## src/rtl/cfglen_pkg.sv

```systemverilog
package cfglen_pkg;
  localparam int unsigned DEF_CNT_W = 24;

  typedef enum logic [0:0] {
    PH_RUN  = 1'b0,
    PH_DONE = 1'b1
  } phase_e;
endpackage

```

## src/rtl/cfglen_rst_sync.sv

```systemverilog
module cfglen_rst_sync (
  input  logic clk_i,
  input  logic rst_ni,
  output logic rst_no
);
  logic [1:0] sync_q;

  always_ff @(posedge clk_i or negedge rst_ni) begin
    if (!rst_ni) sync_q <= 2'b00;
    else         sync_q <= {sync_q[0], 1'b1};
  end

  assign rst_no = sync_q[1];
endmodule

```

## src/rtl/cfglen_cycle_ctr.sv

```systemverilog
module cfglen_cycle_ctr #(
  parameter int unsigned CNT_W = 24
) (
  input  logic             clk_i,
  input  logic             rst_ni,
  input  logic             clr_i,
  input  logic             hold_i,
  output logic [CNT_W-1:0] cnt_o
);
  logic [CNT_W-1:0] cnt_q, cnt_d;
  logic             cnt_en;

  assign cnt_en = clr_i | ~hold_i;

  always_comb begin
    cnt_d = cnt_q;
    if (clr_i)        cnt_d = '0;
    else if (!hold_i) cnt_d = cnt_q + CNT_W'(1);
  end

  always_ff @(posedge clk_i or negedge rst_ni) begin
    if (!rst_ni)     cnt_q <= '0;
    else if (cnt_en) cnt_q <= cnt_d;
  end

  assign cnt_o = cnt_q;

  // unconditional step, wrapping modulo 2^CNT_W
  assert_cnt_step_R2: assert property (@(posedge clk_i) disable iff (!rst_ni)
    (!clr_i && !hold_i) |=> cnt_q == $past(cnt_q) + CNT_W'(1));

  // frozen once done
  assert_cnt_hold_R7: assert property (@(posedge clk_i) disable iff (!rst_ni)
    (!clr_i && hold_i) |=> $stable(cnt_q));
endmodule

```

## src/rtl/cfglen_len_reg.sv

```systemverilog
module cfglen_len_reg #(
  parameter int unsigned CNT_W = 24
) (
  input  logic             clk_i,
  input  logic             rst_ni,
  input  logic             clr_i,
  input  logic             sdata_i,
  input  logic             vld_i,
  input  logic             fld_i,
  output logic [CNT_W-1:0] len_o,
  output logic             full_o
);
  localparam int unsigned BC_W = $clog2(CNT_W + 1);
  localparam logic [BC_W-1:0] BC_MAX = BC_W'(CNT_W);

  logic [CNT_W-1:0] len_q, len_d;
  logic [BC_W-1:0]  bc_q, bc_d;
  logic             full, shift, reg_en;

  assign full   = (bc_q == BC_MAX);
  assign shift  = vld_i & fld_i & ~full;
  assign reg_en = clr_i | shift;

  always_comb begin
    len_d = len_q;
    bc_d  = bc_q;
    if (clr_i) begin
      len_d = '0;
      bc_d  = '0;
    end else if (shift) begin
      len_d = {len_q[CNT_W-2:0], sdata_i};
      bc_d  = bc_q + BC_W'(1);
    end
  end

  always_ff @(posedge clk_i or negedge rst_ni) begin
    if (!rst_ni) begin
      len_q <= '0;
      bc_q  <= '0;
    end else if (reg_en) begin
      len_q <= len_d;
      bc_q  <= bc_d;
    end
  end

  assign len_o  = len_q;
  assign full_o = full;

  // newest bit enters at the LSB (MSB-first field)
  assert_len_shift_R3: assert property (@(posedge clk_i) disable iff (!rst_ni)
    (vld_i && fld_i && !full && !clr_i) |=> len_q[0] == $past(sdata_i));

  // complete field ignores further bits
  assert_len_frozen_R3: assert property (@(posedge clk_i) disable iff (!rst_ni)
    (full && !clr_i) |=> $stable(len_q));
endmodule

```

## src/rtl/cfglen_done_ctl.sv

```systemverilog
module cfglen_done_ctl
  import cfglen_pkg::*;
#(
  parameter int unsigned CNT_W = 24
) (
  input  logic             clk_i,
  input  logic             rst_ni,
  input  logic             clr_i,
  input  logic             mem_full_i,
  input  logic [CNT_W-1:0] cnt_i,
  input  logic [CNT_W-1:0] len_i,
  input  logic             len_full_i,
  output logic             done_o,
  output logic             mism_o
);
  phase_e ph_q, ph_d;
  logic   mism_q, mism_d;
  logic   mf_q;
  logic   match, mf_rise;

  assign match   = len_full_i & (cnt_i == len_i);
  assign mf_rise = mem_full_i & ~mf_q;

  always_comb begin
    ph_d   = ph_q;
    mism_d = mism_q;
    if (clr_i) begin
      ph_d   = PH_RUN;
      mism_d = 1'b0;
    end else if (ph_q == PH_RUN) begin
      if (mem_full_i && match) ph_d = PH_DONE;
      if (mf_rise && !match)   mism_d = 1'b1;
    end
  end

  always_ff @(posedge clk_i or negedge rst_ni) begin
    if (!rst_ni) begin
      ph_q   <= PH_RUN;
      mism_q <= 1'b0;
      mf_q   <= 1'b0;
    end else begin
      ph_q   <= ph_d;
      mism_q <= mism_d;
      mf_q   <= mem_full_i & ~clr_i;
    end
  end

  assign done_o = (ph_q == PH_DONE);
  assign mism_o = mism_q;

  // done only on full memory with an exact count
  assert_done_exact_R4: assert property (@(posedge clk_i) disable iff (!rst_ni)
    $rose(done_o) |-> ($past(mem_full_i) && $past(cnt_i) == $past(len_i)));

  // sticky done
  assert_done_hold_R7: assert property (@(posedge clk_i) disable iff (!rst_ni)
    (done_o && !clr_i) |=> done_o);

  // sticky mismatch
  assert_mism_hold_R5: assert property (@(posedge clk_i) disable iff (!rst_ni)
    (mism_o && !clr_i) |=> mism_o);

  // program request clears status
  assert_clear_R9: assert property (@(posedge clk_i) disable iff (!rst_ni)
    clr_i |=> (!done_o && !mism_o));
endmodule

```

## src/rtl/cfg_length_gate.sv

```systemverilog
module cfg_length_gate
  import cfglen_pkg::*;
#(
  parameter int unsigned CNT_W = DEF_CNT_W
) (
  input  logic clk_i,
  input  logic rst_ni,
  input  logic prog_req_i,
  input  logic sdata_i,
  input  logic sdata_vld_i,
  input  logic len_fld_i,
  input  logic mem_full_i,
  input  logic pullup_en_i,
  output logic done_pin_o,
  output logic done_pull_low_o,
  output logic mismatch_o
);
  logic             rst_n;
  logic [CNT_W-1:0] cnt;
  logic [CNT_W-1:0] len;
  logic             len_full;
  logic             done;

  cfglen_rst_sync u_rst (
    .clk_i  (clk_i),
    .rst_ni (rst_ni),
    .rst_no (rst_n)
  );

  cfglen_cycle_ctr #(.CNT_W(CNT_W)) u_ctr (
    .clk_i  (clk_i),
    .rst_ni (rst_n),
    .clr_i  (prog_req_i),
    .hold_i (done),
    .cnt_o  (cnt)
  );

  cfglen_len_reg #(.CNT_W(CNT_W)) u_len (
    .clk_i   (clk_i),
    .rst_ni  (rst_n),
    .clr_i   (prog_req_i),
    .sdata_i (sdata_i),
    .vld_i   (sdata_vld_i),
    .fld_i   (len_fld_i),
    .len_o   (len),
    .full_o  (len_full)
  );

  cfglen_done_ctl #(.CNT_W(CNT_W)) u_ctl (
    .clk_i      (clk_i),
    .rst_ni     (rst_n),
    .clr_i      (prog_req_i),
    .mem_full_i (mem_full_i),
    .cnt_i      (cnt),
    .len_i      (len),
    .len_full_i (len_full),
    .done_o     (done),
    .mism_o     (mismatch_o)
  );

  assign done_pull_low_o = ~done;
  assign done_pin_o      = done & pullup_en_i;

  // pin never reads high while it is being pulled low
  assert_pin_od_R8: assert property (@(posedge clk_i) disable iff (!rst_n)
    done_pin_o |-> !done_pull_low_o);
endmodule

```

## config.mk

```make
export PLATFORM = sky130hd
export DESIGN_NAME = cfg_length_gate
export DESIGN_NICKNAME = d
export VERILOG_FILES = /design/src/rtl/cfglen_pkg.sv /design/src/rtl/cfglen_rst_sync.sv /design/src/rtl/cfglen_cycle_ctr.sv /design/src/rtl/cfglen_len_reg.sv /design/src/rtl/cfglen_done_ctl.sv /design/src/rtl/cfg_length_gate.sv
export SDC_FILE = /design/constraint.sdc
export NUM_CORES = 1
export LEC_CHECK = 0
export BUFFER_PORTS_ARGS = -buffer_cell sky130_fd_sc_hd__clkbuf_2
export CORE_MARGIN = 2
export CORE_UTILIZATION = 39
export CTS_CLUSTER_DIAMETER = 200
export CTS_CLUSTER_SIZE = 14
export DETAILED_ROUTE_END_ITERATION = 8
export GPL_TIMING_DRIVEN = 0
export PLACE_DENSITY_LB_ADDON = 0.12
export SYNTH_ARGS = -nofsm -noshare
export SYNTH_HDL_FRONTEND = slang
export SYNTH_SLANG_ARGS = --single-unit
```

## constraint.sdc

```tcl
create_clock -name clk_i -period 2.2 [get_ports clk_i]
set_input_delay 0.33 -clock clk_i [delete_from_list [all_inputs] [get_ports clk_i]]
set_output_delay 0.33 -clock clk_i [all_outputs]
set_load 0.01 [all_outputs]
```

==> impl_metrics.tcl <==
set metrics [dict create \
    vias 2251 \
    rsz0062_at_grt "no" \
    max_freq_mhz 506.3 \
    syn_area_um2 2960 \
    root_buffer "clkbuf_8" \
    clk_pin_slew_ps 70 \
    setup_viol 0 \
    cts_sinks 58 \
    drv_cap 0 \
    worstSetupPathType "flop to flop" \
    nFillCells 718 \
    io_buffers 10 \
    dp.final_hpwl_um 4681 \
    coreArea_um2 7292 \
    synth_async_sr_flop_share 1.000 \
    ys_top_cells_by_count "58 x dfrtp_1, 55 x nand2_1, 38 x a21oi_1, 32 x xor2_1, 19 x nor2_1" \
    grt_pass1_wl_um 11120 \
    vias_per_cell 5.163 \
    drive_gt1_frac 0.1276 \
    syn-mean-instance-area_um2 9.580 \
    synth_top_family_by_area "simple AND/OR/NAND/NOR gates" \
    power_leakage_nw 1.540 \
    ir_worst_vdd_uv 491.7 \
    yosysWarnings 0 \
    track_usage 0.1714 \
    cp_top_family "simple AND/OR/NAND/NOR gates" \
    syn-instance-count 309 \
    cp-start-kind "flop" \
    cp.required_ps 2430 \
    yosys-top-cells-area "dfrtp_1 49%, xor2_1 9.5%, nand2_1 7.0%, a21oi_1 6.4%, nor2_1 2.4%" \
    worst_hold_slack_ps 205.7 \
    drt-total-wl_um 6599 \
    skew_ps 6.284 \
    die_width_um 91.13 \
    synth_edf_count 0 \
    antenna_found_initial 0 \
    yosysSeqAreaShare 0.4903 \
    tns_ps 0 \
    worstHoldPathCells 3 \
    path_buf_inv 1 \
    grt-ovfl-total 0 \
    numCtsBuffers 9 \
    ys.flop_type "dfrtp_1" \
    slew_headroom 0.5981 \
    powerDensity_nw_per_um2 685.4 \
    worst_slew_pin_slew_ps 602.8 \
    hold_violations 0 \
    post_drt_wl_per_cell_um 15.14 \
    cp.arrival_ps 2200 \
    yosys.area.top_type "dfrtp_1" \
    diodes 0 \
    report.final.slew_viol_count 0 \
    cp_max_fo 8 \
    cts_tree "yes" \
    critPathSlowestCell "dfrtp_1" \
    total_power_w 0.002320 \
    worst-path-stages 6 \
    synth_top_cell_area_share 0.4903 \
    drt_iter0_drc 118 \
    finalWeightedCongestion 0.7797 \
    seq_area_um2 1453 \
    grt_pass1_vias 2140 \
    synth_xor_area_frac 0.1124 \
    clockBufferDepth 2 \
    ant_nets 0 \
    grt_start_max_net_pins 33 \
    dp_slack_ps 212.2 \
    rr_worst_depth 6 \
    io_pins 11 \
    outcome "finished clean" \
    synth-simple-area-share 0.2350 \
    period_minus_slack_ps 1975 \
    crit_chain "ha_1 -> and4b_1 -> nand4bb_1 -> clkbuf_1 -> nor3b_1 -> mux2_1" \
    synth_nets 320 \
    h-tree-depth 3 \
    setup_slack_ps 225.0 \
    synth_compound_area_frac 0.09510 \
    multi_input_area_um2 1373 \
    max_stage_delay_ps 440 \
    nets 343 \
    route.detailed.drc 0 \
    crit_path_end_kind "flop" \
    ys_ff_latch 58 \
    start_util 0.4060 \
    fin_crit_sh 0.8977 \
    clk_latency_ps 340 \
    dp_cells 419 \
    yosysMostFrequentCell "dfrtp_1" \
    firstDrtPassIters 6 \
    synth_adder_area_share 0.01268 \
    rows 31 \
    fin_cells 436 \
    area.growth.synth_to_final_pct 14.33 \
    die_h_um 91.13 \
    dieArea_um2 8304 \
    ys_types 42 \
    holdCritPathClass "input pin to flop" \
    synthMuxAreaShare 0.007185 \
]
## metrics by stage
step	util	area, um^2
final	0.4641	3385
after global routing	0.4641	3385
after CTS	0.4641	3385
after detailed placement	0.4327	3156
after global placement	0.4298	3134
after floorplan	-	2960
## registers in the layout (all words and copies together), names as in the netlist
name / flops
u_ctr.cnt_o: 24
u_ctl.done_o: 1
u_ctl.mism_o: 1
u_rst.sync_q: 2
u_ctl.mf_q: 1
u_len.len_o: 24
u_len.bc_q: 5
## timing repair
| item | in CTS | in global routing |
|---|---|---|
| hold buffers | 1 | 0 |
| setup buffers | 0 | 0 |
| hold endpoints to repair | 2 | 0 |
| resized for setup | 0 | 0 |
## layer usage
layer | GRT usage | up-vias | share of wire
li1 | - | 1110 | -
met1 | 0.2409 | 1103 | 0.51
met2 | 0.2537 | 28 | 0.46
met3 | 0.03071 | 10 | 0.019
met4 | 0.08586 | 0 | 0.018
met5 | 0 | - | 0
## power by group
group	leakage (nW)	total, W	switching [W]	internal [W]
Clock	0.109	0.00111	0.000444	0.000665
Sequential	0.799	0.00110	0.0000222	0.00108
Combinational	0.631	0.000110	0.0000719	0.0000383
## placed cells by master (no fill, tap or decap), drive strengths merged, types with 3 or more instances in the layout
master / n
clkbuf: 29
buf: 9
or4: 7
o31ai: 7
and3: 5
xnor2: 6
nand4: 9
nor4: 5
nand4b: 3
o21ai: 5
nor2: 19
nand3: 9
or3: 5
inv: 5
xor2: 32
dfrtp: 58
and4: 3
ha: 3
a21oi: 38
nand2: 56
## final timing paths
kind / start / end / slack [ps]
worst max-delay path: u_ctr.cnt_o[0] / u_ctr.cnt_o[22] / 220
worst min-delay path: sdata_i / u_len.len_o[0] / 210
worst max register to register: u_ctr.cnt_o[0] / u_ctr.cnt_o[22] / 220
worst min register to register: u_rst.sync_q[1] / u_len.len_o[17] / 280
max in group asynchronous: u_rst.sync_q[1] / u_ctr.cnt_o[21] / 1340
min in group asynchronous: u_rst.sync_q[1] / u_len.len_o[17] / 280
## worst reg2reg max path, delay by kind of cell (launching register included)
| family | cells | cell delay, ps |
|---|---|---|
| and+or+nand+nor | 3 | 680 |
| DFF | 1 | 440 |
| muxes | 1 | 350 |
| adders and majority gates | 1 | 210 |
| buffers and inverters | 1 | 190 |
## final cells by class
type / count / area share
buffer: 18 / 0.03475
timing repair buffer: 12 / 0.02366
sequential: 58 / 0.4292
multi-input combinational: 228 / 0.4055
inverter: 5 / 0.005545
clock inverter: 5 / 0.02292
clock buffer: 11 / 0.04177
tap: 99 / 0.03660
## cell families (layout without fill, tap and decap cells)
logic type | after synthesis | after routing
AND/OR/NAND/NOR | 132 | 132
flip-flops | 58 | 58
AO/OA/AOI/OAI | 52 | 52
XOR/XNOR | 38 | 38
buffers and inverters | 23 | 51
adder cells (fa/ha/maj) | 3 | 3
multiplexers | 2 | 2
other | 1 | 1
Note: power is estimated with default switching activity, not from simulation.
